[config.mk]
export PLATFORM = sky130hd
export DESIGN_NAME = amp_port
export DESIGN_NICKNAME = d
export VERILOG_FILES = /design/src/rtl/amp_pkg.sv /design/src/rtl/amp_arb.sv /design/src/rtl/amp_resv.sv /design/src/rtl/amp_mem.sv /design/src/rtl/amp_port.sv
export SDC_FILE = /design/constraint.sdc
export NUM_CORES = 1
export LEC_CHECK = 0
export BUFFER_PORTS_ARGS = -buffer_cell sky130_fd_sc_hd__buf_2
export CAP_MARGIN = 20
export CORE_ASPECT_RATIO = 0.9
export CORE_MARGIN = 3
export CORE_UTILIZATION = 35
export DETAILED_ROUTE_END_ITERATION = 16
export PLACE_DENSITY = 0.62
export SYNTH_ARGS = -nofsm -noshare
export SYNTH_HDL_FRONTEND = slang
export SYNTH_SLANG_ARGS = --single-unit
[constraint.sdc]
create_clock -name clk_i -period 4.8 [get_ports clk_i]
set_input_delay 0.96 -clock clk_i [delete_from_list [all_inputs] [get_ports clk_i]]
set_output_delay 0.96 -clock clk_i [all_outputs]
set_load 0.01 [all_outputs]
[src/rtl/amp_pkg.sv]
package amp_pkg;
  typedef enum logic [2:0] {
    OP_LOAD  = 3'd0,
    OP_STORE = 3'd1,
    OP_SWAP  = 3'd2,
    OP_LL    = 3'd3,
    OP_SC    = 3'd4
  } op_e;
endpackage

[src/rtl/amp_arb.sv]
module amp_arb #(
  parameter int N_REQ = 3,
  localparam int IDX_W = (N_REQ > 1) ? $clog2(N_REQ) : 1
) (
  input  logic             clk_i,
  input  logic             rst_ni,
  input  logic [N_REQ-1:0] valid_i,
  output logic [N_REQ-1:0] gnt_o,
  output logic [IDX_W-1:0] idx_o,
  output logic             any_o
);
  logic [IDX_W-1:0] last_q;

  always_comb begin
    gnt_o = '0;
    idx_o = '0;
    any_o = 1'b0;
    for (int k = 0; k < N_REQ; k++) begin
      int c;
      c = (int'(last_q) + 1 + k) % N_REQ;
      if (!any_o && valid_i[c]) begin
        any_o    = 1'b1;
        idx_o    = IDX_W'(c);
        gnt_o[c] = 1'b1;
      end
    end
  end

  always_ff @(posedge clk_i or negedge rst_ni) begin
    if (!rst_ni)    last_q <= IDX_W'(N_REQ - 1);
    else if (any_o) last_q <= idx_o;
  end
endmodule

[src/rtl/amp_resv.sv]
module amp_resv
  import amp_pkg::*;
#(
  parameter int N_REQ  = 3,
  parameter int ADDR_W = 4,
  localparam int IDX_W = (N_REQ > 1) ? $clog2(N_REQ) : 1
) (
  input  logic              clk_i,
  input  logic              rst_ni,
  input  logic              fire_i,
  input  logic [IDX_W-1:0]  idx_i,
  input  op_e               op_i,
  input  logic [ADDR_W-1:0] addr_i,
  input  logic              we_i,
  output logic              sc_ok_o,
  output logic [N_REQ-1:0]  vld_o
);
  logic [N_REQ-1:0]             vld_q;
  logic [N_REQ-1:0][ADDR_W-1:0] addr_q;

  assign sc_ok_o = vld_q[idx_i] && (addr_q[idx_i] == addr_i);
  assign vld_o   = vld_q;

  for (genvar j = 0; j < N_REQ; j++) begin : g_slot
    logic own;
    assign own = fire_i && (idx_i == IDX_W'(j));
    always_ff @(posedge clk_i or negedge rst_ni) begin
      if (!rst_ni) begin
        vld_q[j]  <= 1'b0;
        addr_q[j] <= '0;
      end else if (own && op_i == OP_LL) begin
        vld_q[j]  <= 1'b1;
        addr_q[j] <= addr_i;
      end else if (own && op_i == OP_SC) begin
        vld_q[j]  <= 1'b0;
      end else if (!own && we_i && addr_q[j] == addr_i) begin
        vld_q[j]  <= 1'b0;  // foreign write kills the link
      end
    end
  end
endmodule

[src/rtl/amp_mem.sv]
module amp_mem #(
  parameter int ADDR_W = 4,
  parameter int DATA_W = 8,
  localparam int DEPTH = 1 << ADDR_W
) (
  input  logic              clk_i,
  input  logic              rst_ni,
  input  logic [ADDR_W-1:0] addr_i,
  input  logic              we_i,
  input  logic [DATA_W-1:0] wdata_i,
  output logic [DATA_W-1:0] rdata_o
);
  logic [DEPTH-1:0][DATA_W-1:0] mem_q;

  assign rdata_o = mem_q[addr_i];

  always_ff @(posedge clk_i or negedge rst_ni) begin
    if (!rst_ni)   mem_q <= '0;
    else if (we_i) mem_q[addr_i] <= wdata_i;
  end
endmodule

[src/rtl/amp_port.sv]
module amp_port
  import amp_pkg::*;
#(
  parameter int N_REQ  = 3,
  parameter int ADDR_W = 4,
  parameter int DATA_W = 8
) (
  input  logic                      clk_i,
  input  logic                      rst_ni,
  input  logic [N_REQ-1:0]          req_valid_i,
  input  logic [3*N_REQ-1:0]        req_op_i,
  input  logic [ADDR_W*N_REQ-1:0]   req_addr_i,
  input  logic [DATA_W*N_REQ-1:0]   req_wdata_i,
  output logic [N_REQ-1:0]          req_gnt_o,
  output logic [N_REQ-1:0]          rsp_valid_o,
  output logic [DATA_W-1:0]         rsp_data_o
);
  localparam int IDX_W = (N_REQ > 1) ? $clog2(N_REQ) : 1;

  logic [IDX_W-1:0]  g_idx;
  logic              g_any, sc_ok, mem_we, sc_fire;
  logic [N_REQ-1:0]  resv_vld;
  op_e               g_op;
  logic [ADDR_W-1:0] g_addr;
  logic [DATA_W-1:0] g_wdata, rdata;
  logic [N_REQ-1:0]  rsp_valid_q;
  logic [DATA_W-1:0] rsp_data_q;

  amp_arb #(.N_REQ(N_REQ)) u_arb (
    .clk_i, .rst_ni,
    .valid_i(req_valid_i & {N_REQ{rst_ni}}),
    .gnt_o(req_gnt_o), .idx_o(g_idx), .any_o(g_any)
  );

  always_comb begin
    logic [2:0] raw;
    raw = req_op_i[g_idx*3 +: 3];
    g_op = (raw > 3'd4) ? OP_LOAD : op_e'(raw);
  end
  assign g_addr  = req_addr_i[g_idx*ADDR_W +: ADDR_W];
  assign g_wdata = req_wdata_i[g_idx*DATA_W +: DATA_W];
  assign sc_fire = g_any && (g_op == OP_SC);
  assign mem_we  = g_any && ((g_op == OP_STORE) || (g_op == OP_SWAP) ||
                             (g_op == OP_SC && sc_ok));

  amp_resv #(.N_REQ(N_REQ), .ADDR_W(ADDR_W)) u_resv (
    .clk_i, .rst_ni, .fire_i(g_any), .idx_i(g_idx), .op_i(g_op),
    .addr_i(g_addr), .we_i(mem_we), .sc_ok_o(sc_ok), .vld_o(resv_vld)
  );

  amp_mem #(.ADDR_W(ADDR_W), .DATA_W(DATA_W)) u_mem (
    .clk_i, .rst_ni, .addr_i(g_addr), .we_i(mem_we),
    .wdata_i(g_wdata), .rdata_o(rdata)
  );

  always_ff @(posedge clk_i or negedge rst_ni) begin
    if (!rst_ni) begin
      rsp_valid_q <= '0;
      rsp_data_q  <= '0;
    end else begin
      rsp_valid_q <= req_gnt_o;
      if (g_any) begin
        unique case (g_op)
          OP_STORE: rsp_data_q <= '0;
          OP_SC:    rsp_data_q <= DATA_W'(sc_ok);
          default:  rsp_data_q <= rdata;
        endcase
      end
    end
  end

  assign rsp_valid_o = rsp_valid_q;
  assign rsp_data_o  = rsp_data_q;
endmodule

==> results.txt, run 1 <==
The net count after synthesis came out at 813. The endpoint arrival time on the critical path came out at 4.72 ns. The synthesized instance count came out at 759.

For this run, the total global-route usage over all layers was measured as 17.34%. Summed over all cells, the static leakage comes to 4.736 nW. The largest fanout of any net on the critical path came out at 15.

Relative to the synthesized area, the layout overhead comes to 17.71%. At the end of the flow, the number of nets in the layout was 894. Once detail routing completed, the nets flagged for antenna violations numbered 0. The count of final max-slew check failures is 0. The first global-routing pass estimated 35.62 mm of wire. The die is 171 um wide. The count of hold buffers inserted by post-cts repair is 0.

The type of the setup path with the least slack is flop to flop. The actual transition at the worst max-transition pin came out at 0.9559 ns. TritonCTS built the clock tree. The layout has 2264 filler cells. A synthesized cell averages 11.30 sq um. The average wire per standard cell came out at 19.34 um. After clock tree synthesis, the repair step resized 0 gates. The highest achievable clock rate is 227.1 MHz.

64 I/O pins were placed. The detailed-routing iteration count for the pre-antenna-repair pass came out at 5. The count of routing violations after the opening detailed-route iteration is 491. The tool flagged a number of max-cap violations equal to 0. The last weighted congestion value of the routability-driven placer is 0.8625. The part of the cycle the worst path needs is 91.75%. The number of cells traversed by the worst register-to-register path is 12. The flow ran to the end, and the final reports show no timing, DRC or antenna violations.

The total wire length came out at 22.34 mm. The initial antenna violation count is 0. The via count of the first global-routing pass came out at 6329. The setup check on the worst reg-to-reg path leaves a slack of 0.40 ns.

The ratio of routed vias to standard cells came out at 5.471. The largest net degree at the start of global routing is 84. The number of H-tree levels came out at 4.

The capturing point of the worst reg2reg path is u_mem.mem_q[30]$_DFFE_PN0P_. The setup TNS is 0 ns. Clock tree synthesis inserted a total of 17 buffers. The largest vdd supply drop came out at 0.2989 mV. The cell area that synthesis handed to floorplanning was 8576 sq um. Input and output buffers added on the ports amount to 63. The sequential cell area fraction in the yosys report is 45.54%. The TritonCTS sink count came out at 156. In this run, synthesis inferred 0 flip-flops with an integrated enable.

The antenna diode count is 0. The minimum clock period came out at 4.404 ns. The proportion of synthesized flip-flops having asynchronous set or reset is 100.0%.

The total vias in the final route is 6319. The leading cell type in the layout, fill and taps excluded is dfrtp_1. The area of the die is 26420 sq um. Clock-pin slew was measured on the worst setup and hold paths at 0.06 ns.

Among all flip-flop cells after synthesis, the most frequent one is dfrtp_1. The maximum buffer depth of the clock tree came out at 2. The number of setup violations in the final report came out at 0. The worst endpoint required time is 5.11 ns. The source-to-sink clock delay at the later pin of the worst-skew pair came out at 0.44 ns.

Headroom to the max-slew limit came out at 36.27%. The worst clock skew is 0.01243 ns. The ratio of total power to cell area is 687.6 nW/um^2. The library cells used most frequently in the layout, excluding fill and tap cells, are 155 x dfrtp_1, 136 x nand2_1, 80 x mux2_1. For this configuration, the core starts out at a cell density of 36.12%. The buffer type at the clock tree root is clkbuf_16. The worst setup path is launched from a flop. The remaining routing DRC violations is 0. The worst setup path is captured at a flop. The row count is 53. The final hold violation count is 0. The die is 154.5 um tall. The placeable core region is 23740 sq um. Setup repair after global routing left no endpoint under its margin. The flop and latch count out of synthesis is 156. The startpoint identified for the worst register-to-register timing path is u_arb.last_q[0]$_DFFE_PN0P_. The placed wire-length estimate after detailed placement came out at 15.42 mm.

The design draws 6.942 mW. The post-CTS setup-driven buffer insertion count came out at 0. The min-delay analysis places its worst path in the category primary input to async pin. The sum of overflow across all layers after global routing is 0. The final design utilization is 42.52%. The count of warnings emitted by yosys came out at 0.

The count of distinct cell types in the synthesized netlist is 68. The fraction of final layout cells sized beyond drive strength 1 is 27.20%.
## critical path, stage by stage (launching register included)
cell and delay [ns]:
dfrtp_1 0.37, inv_1 0.08, ha_1 0.35, buf_4 0.20, nor2b_1 0.12, a32o_2 0.40, o32a_1 0.45, o21ai_0 0.28
a211o_1 0.35, a221oi_4 0.43, a31oi_4 0.22, or3_1 0.64, mux2_4 0.38
## logic make-up after synthesis
kind of cell             synth area share, %
XOR/XNOR                               1.722
multiplexers                           25.46
AND/OR/NAND/NOR                        12.37
buffers and inverters                  3.239
flip-flops                             45.54
adder cells (fa/ha/maj)               0.5836
AO/OA/AOI/OAI                          11.09
## synth_stat cells, drive strengths merged (6+ instances only)
master | instances | area [sq um]
buf | 20 | 131.4
nand3 | 15 | 75.07
mux2 | 130 | 1648
mux4 | 14 | 315.3
mux2i | 22 | 220.2
clkbuf | 32 | 120.1
o21ai | 31 | 155.1
or3 | 9 | 56.30
nand2 | 136 | 510.5
o21a | 6 | 45.04
a31oi | 10 | 92.59
inv | 7 | 26.28
dfrtp | 155 | 3879
a221oi | 10 | 105.1
a21oi | 35 | 175.2
nor3 | 16 | 158.9
a2111oi | 8 | 72.57
nor2 | 22 | 82.58
xnor2 | 15 | 138.9
## final cells by class
class,instances,area (sq um),area share [%]
sequential,156,3905,38.68
multi-input combinational,544,4419,43.78
tap,302,377.9,3.743
clock inverter,12,150.1,1.487
inverter,7,26.28,0.2603
clock buffer,20,466.7,4.623
timing repair buffer,114,749.5,7.424
## power breakdown
| group | internal [mW] | total [mW] | switching [mW] | leakage [nW] |
|---|---|---|---|---|
| combinational | 1.47 | 3.40 | 1.94 | 2.40 |
| clock | 0.823 | 1.40 | 0.578 | 0.298 |
| sequential | 1.84 | 2.14 | 0.304 | 2.03 |
## sequential cells by signal, summed over array words and instances (netlist names)
register and cells:
u_arb.last_q 2, u_resv.vld_o 3, u_resv.addr_q 12, rsp_data_o 8, rsp_valid_o 3, u_mem.mem_q 128
## routing by layer
metal / vias to the layer above / share of wire, % / GRT usage [%]
met5: - / 0 / 0
met4: 0 / 1.8 / 5.479
met3: 31 / 5.9 / 3.654
met2: 202 / 46 / 26.81
met1: 3161 / 47 / 24.45
li1: 2925 / - / -
## how the worst max path moves through the flow
stage	end	slack, ns	start	depth (start not counted)
finish	u_mem.mem_q[30]$_DFFE_PN0P_	0.40	u_arb.last_q[0]$_DFFE_PN0P_	12
global route	u_mem.mem_q[25]$_DFFE_PN0P_	0.10	u_arb.last_q[0]$_DFFE_PN0P_	13
CTS	u_mem.mem_q[30]$_DFFE_PN0P_	0.43	u_arb.last_q[0]$_DFFE_PN0P_	11
detailed placement	u_mem.mem_q[26]$_DFFE_PN0P_	0.19	req_valid_i[2]	10
global placement	u_mem.mem_q[31]$_DFFE_PN0P_	0.25	req_valid_i[2]	10
floorplan	u_mem.mem_q[24]$_DFFE_PN0P_	0.67	rst_ni	12
## metrics by stage
stage	instance area (sq um)	setup slack [ns]	cells	hold WS (ns)
5_1_grt	10090	0.1037	1155	0.3110
2_1_floorplan	8576	0.6745	759	0.4524
3_5_place_dp	9450	0.1922	1122	0.4741
3_3_place_gp	9450	0.2459	1122	0.4618
4_1_cts	10070	0.4321	1154	0.3114
6_report	10090	0.3961	1155	0.3275
Note: power is estimated with default switching activity, not from simulation.
==> run 2, diff against run 1 <==
- CORE_UTILIZATION: 35 -> 25
- PLACE_DENSITY: 0.62 -> 0.52
- clock period: 4.8 -> 3.81 ns (I/O delays scaled with it)
==> run 2 against run 1 <==
- the flow now finishes with violations (setup timing)
- sequential share of layout area shrank 5.8 points
- critical path depth unchanged
- combinational power is 72% higher
- die area increased by 38%
- clock skew increased by 0.0068 ns
- register-to-register slack worse by 0.51 ns
- critical endpoint is now u_mem.mem_q[100]$_DFFE_PN0P_
- highest routed layer unchanged
==> results.txt, run 2 (same netlist as run 1, synthesis figures left out) <==
The flow ran to the end, but the final reports show violations. The final reports fail on setup timing. The antenna diode count came out at 0.

In the final layout, the share of cells above drive strength 1 is 47.18%. The area growth from synthesis to layout came out at 38.49%. The tightest min-delay check is of the primary input to async pin type. The least setup slack across all paths after layout came out at -0.1181 ns.

The CTS buffer count came out at 17. The die span in x came out at 201.2 um. Setup repair after global routing could not meet its margin everywhere. The floorplan has 63 rows. The multi-input combinational cell area is 5036 sq um. The number of H-tree levels came out at 4. At the worst endpoint, the required time is 4.12 ns. The clock tree from TritonCTS is yes. The largest vdd supply drop came out at 0.4136 mV.

The effective utilization at floorplan is 25.72%. The count of routing violations after the opening detailed-route iteration came out at 295. Ranked by flip-flop count, first place goes to u_mem.mem_q. The number of setup violations in the final report came out at 118. The initial antenna violation count is 0. Hold is met by 0.2970 ns. The register with the most flip-flops in the layout has 128 of them. The tool flagged a number of max-cap violations equal to 0. The placeable core region is 33340 sq um. The top cell types in the final layout, fill and taps aside, are 155 x dfrtp_1, 135 x nand2_1, 129 x mux2_4. Global routing finished with a remaining overflow of 0. The average wire per standard cell came out at 18.20 um. The pre-antenna-repair detailed-routing pass consisted of 4 iterations. The worst register-to-register path begins at u_arb.last_q[1]$_DFFE_PN1P_. The actual transition at the worst max-transition pin came out at 0.8224 ns. The last weighted congestion value of the routability-driven placer came out at 0.8479. The endpoint arrival time on the critical path came out at 4.24 ns.

The count of final max-slew check failures is 0. The minimum clock period came out at 3.928 ns. The largest net degree at the start of global routing is 64. At the later pin of the worst-skew pair, clock insertion delay measures 0.43 ns. The placed wire-length estimate after detailed placement is 18.21 mm. The remaining routing DRC violations is 0. Across the routed clock network, the largest skew measured is 0.01926 ns.

The static leakage is 5.493 nW. The number of fillers in the final layout came out at 3309. The area used by sequential logic in the layout is 3905 sq um. The via count of the first global-routing pass came out at 6798. Walking the worst path, the cells encountered are ha_4 > mux2_4 > a32o_2 > o32a_1 > buf_6 > o221a_1 > a211o_1 > a221oi_4 > a31oi_4 > or3_4 > buf_8 > mux2_4. The area of the die is 36560 sq um. The combined global-route utilization of all metal layers is 14.06%. The leading cell type in the layout, fill and taps excluded is dfrtp_1. The total vias in the final route is 6635. Tracing the worst setup path back leads to its startpoint at u_arb.last_q[1]$_DFFE_PN1P_. The type of the setup path with the least slack is flop to flop. The total of buffers placed on input and output ports came out at 63. The final hold violation count was 0. The part of the cycle the worst path needs came out at 103.1%. The number of cells traversed by the worst register-to-register path is 12. In this design, the stage delay of the slowest critical-path cell is 0.57 ns.

On the critical path, the stage with the largest delay is an instance of dfstp_2. The largest fanout of any net on the critical path is 8. The ratio of routed vias to standard cells is 4.696. In this run the power density over the cells is 870.2 nW/um^2. Summing internal, switching and leakage power gives 10.33 mW. The reg-to-reg setup timing slack is -0.12 ns.

The most numerous cell type found on the critical path is mux2_4. No sink is reached through more buffers than the 2 on the longest clock path. The number of nets in the layout came out at 999.

The total wire length is 25.72 mm. The headroom to the max-slew limit is 45.18%. STA classifies the critical path endpoint as a flop. STA classifies the critical path startpoint as a flop. The clock-pin slew of the registers on the worst-case setup and hold paths came out at 0.07 ns.

In this run the critical register-to-register path is captured at u_mem.mem_q[100]$_DFFE_PN0P_. From bottom edge to top edge, the die measures 181.7 um. Static timing analysis puts the maximum clock frequency at 254.6 MHz.

The count of boundary I/O pins is 64. The global-route wire length before repair is 40.52 mm. The cell sitting at the root of the clock tree is a clkbuf_16.

The TritonCTS sink count came out at 156. The number of nets with antenna violations after detailed routing came out at 0.
-- run 2: report_power, final --
group / leakage, nW / total [mW] / switching [mW] / internal, mW
combinational: 3.17 / 5.84 / 2.89 / 2.95
sequential: 2.03 / 2.72 / 0.411 / 2.31
clock: 0.290 / 1.78 / 0.706 / 1.07
-- run 2: stage by stage --
| stage | area (sq um) | util, % | std cells | setup slack, ns | TNS [ns] |
|---|---|---|---|---|---|
| 6_report | 11880 | 35.62 | 1413 | -0.1181 | -6.087 |
| 4_1_cts | 11620 | 34.86 | 1410 | -0.1313 | -8.125 |
| 3_3_place_gp | 10560 | 31.66 | 1372 | -0.2409 | -25.61 |
| 5_1_grt | 11880 | 35.62 | 1413 | -0.2415 | -22.71 |
| 2_1_floorplan | 8713 | - | 759 | -0.08632 | -2.206 |
| 3_5_place_dp | 10560 | 31.66 | 1372 | -0.3474 | -37.73 |
-- run 2: worst max-delay path by stage --
stage	end	cells after the start
detailed placement	u_mem.mem_q[80]$_DFFE_PN0P_	11
finish	u_mem.mem_q[100]$_DFFE_PN0P_	12
CTS	u_mem.mem_q[80]$_DFFE_PN0P_	12
floorplan	u_mem.mem_q[80]$_DFFE_PN0P_	13
global route	u_mem.mem_q[96]$_DFFE_PN0P_	12
global placement	u_mem.mem_q[112]$_DFFE_PN0P_	11
-- run 2: what timing repair did --
| item | CTS | global route |
|---|---|---|
| pin swaps | 12 | 3 |
| hold buffers | 0 | 0 |
| gates resized for setup | 101 | 45 |
| gates cloned | 0 | 0 |
| endpoints found under the setup margin | 135 | 135 |
| setup buffers | 6 | 3 |
-- run 2: area by class of cell --
type / instances / area share (%)
multi-input combinational: 544 / 42.40
timing repair buffer: 219 / 14.51
inverter: 7 / 0.2212
tap: 455 / 4.794
sequential: 156 / 32.88
clock inverter: 12 / 1.349
clock buffer: 20 / 3.845
-- run 2: worst max-delay path: cells and delay by family, from the launching register on --
| kind | cells | cell delay (ns) |
|---|---|---|
| buffers and inverters | 2 | 0.31 |
| AO/OA/AOI/OAI | 6 | 1.67 |
| adder cells (fa/ha/maj) | 1 | 0.22 |
| multiplexers | 2 | 0.59 |
| AND/OR/NAND/NOR | 1 | 0.45 |
| flip-flops | 1 | 0.57 |
-- run 2: metal layers --
layer / vias up / global-route usage [%] / routed length [um] / part of all wire, %
li1: 3130 / - / - / -
met2: 111 / 21.66 / 11690 / 45
met3: 19 / 3.352 / 1061 / 4.1
met1: 3375 / 20.10 / 12680 / 49
met5: - / 0 / 0 / 0
met4: 0 / 3.097 / 288 / 1.1
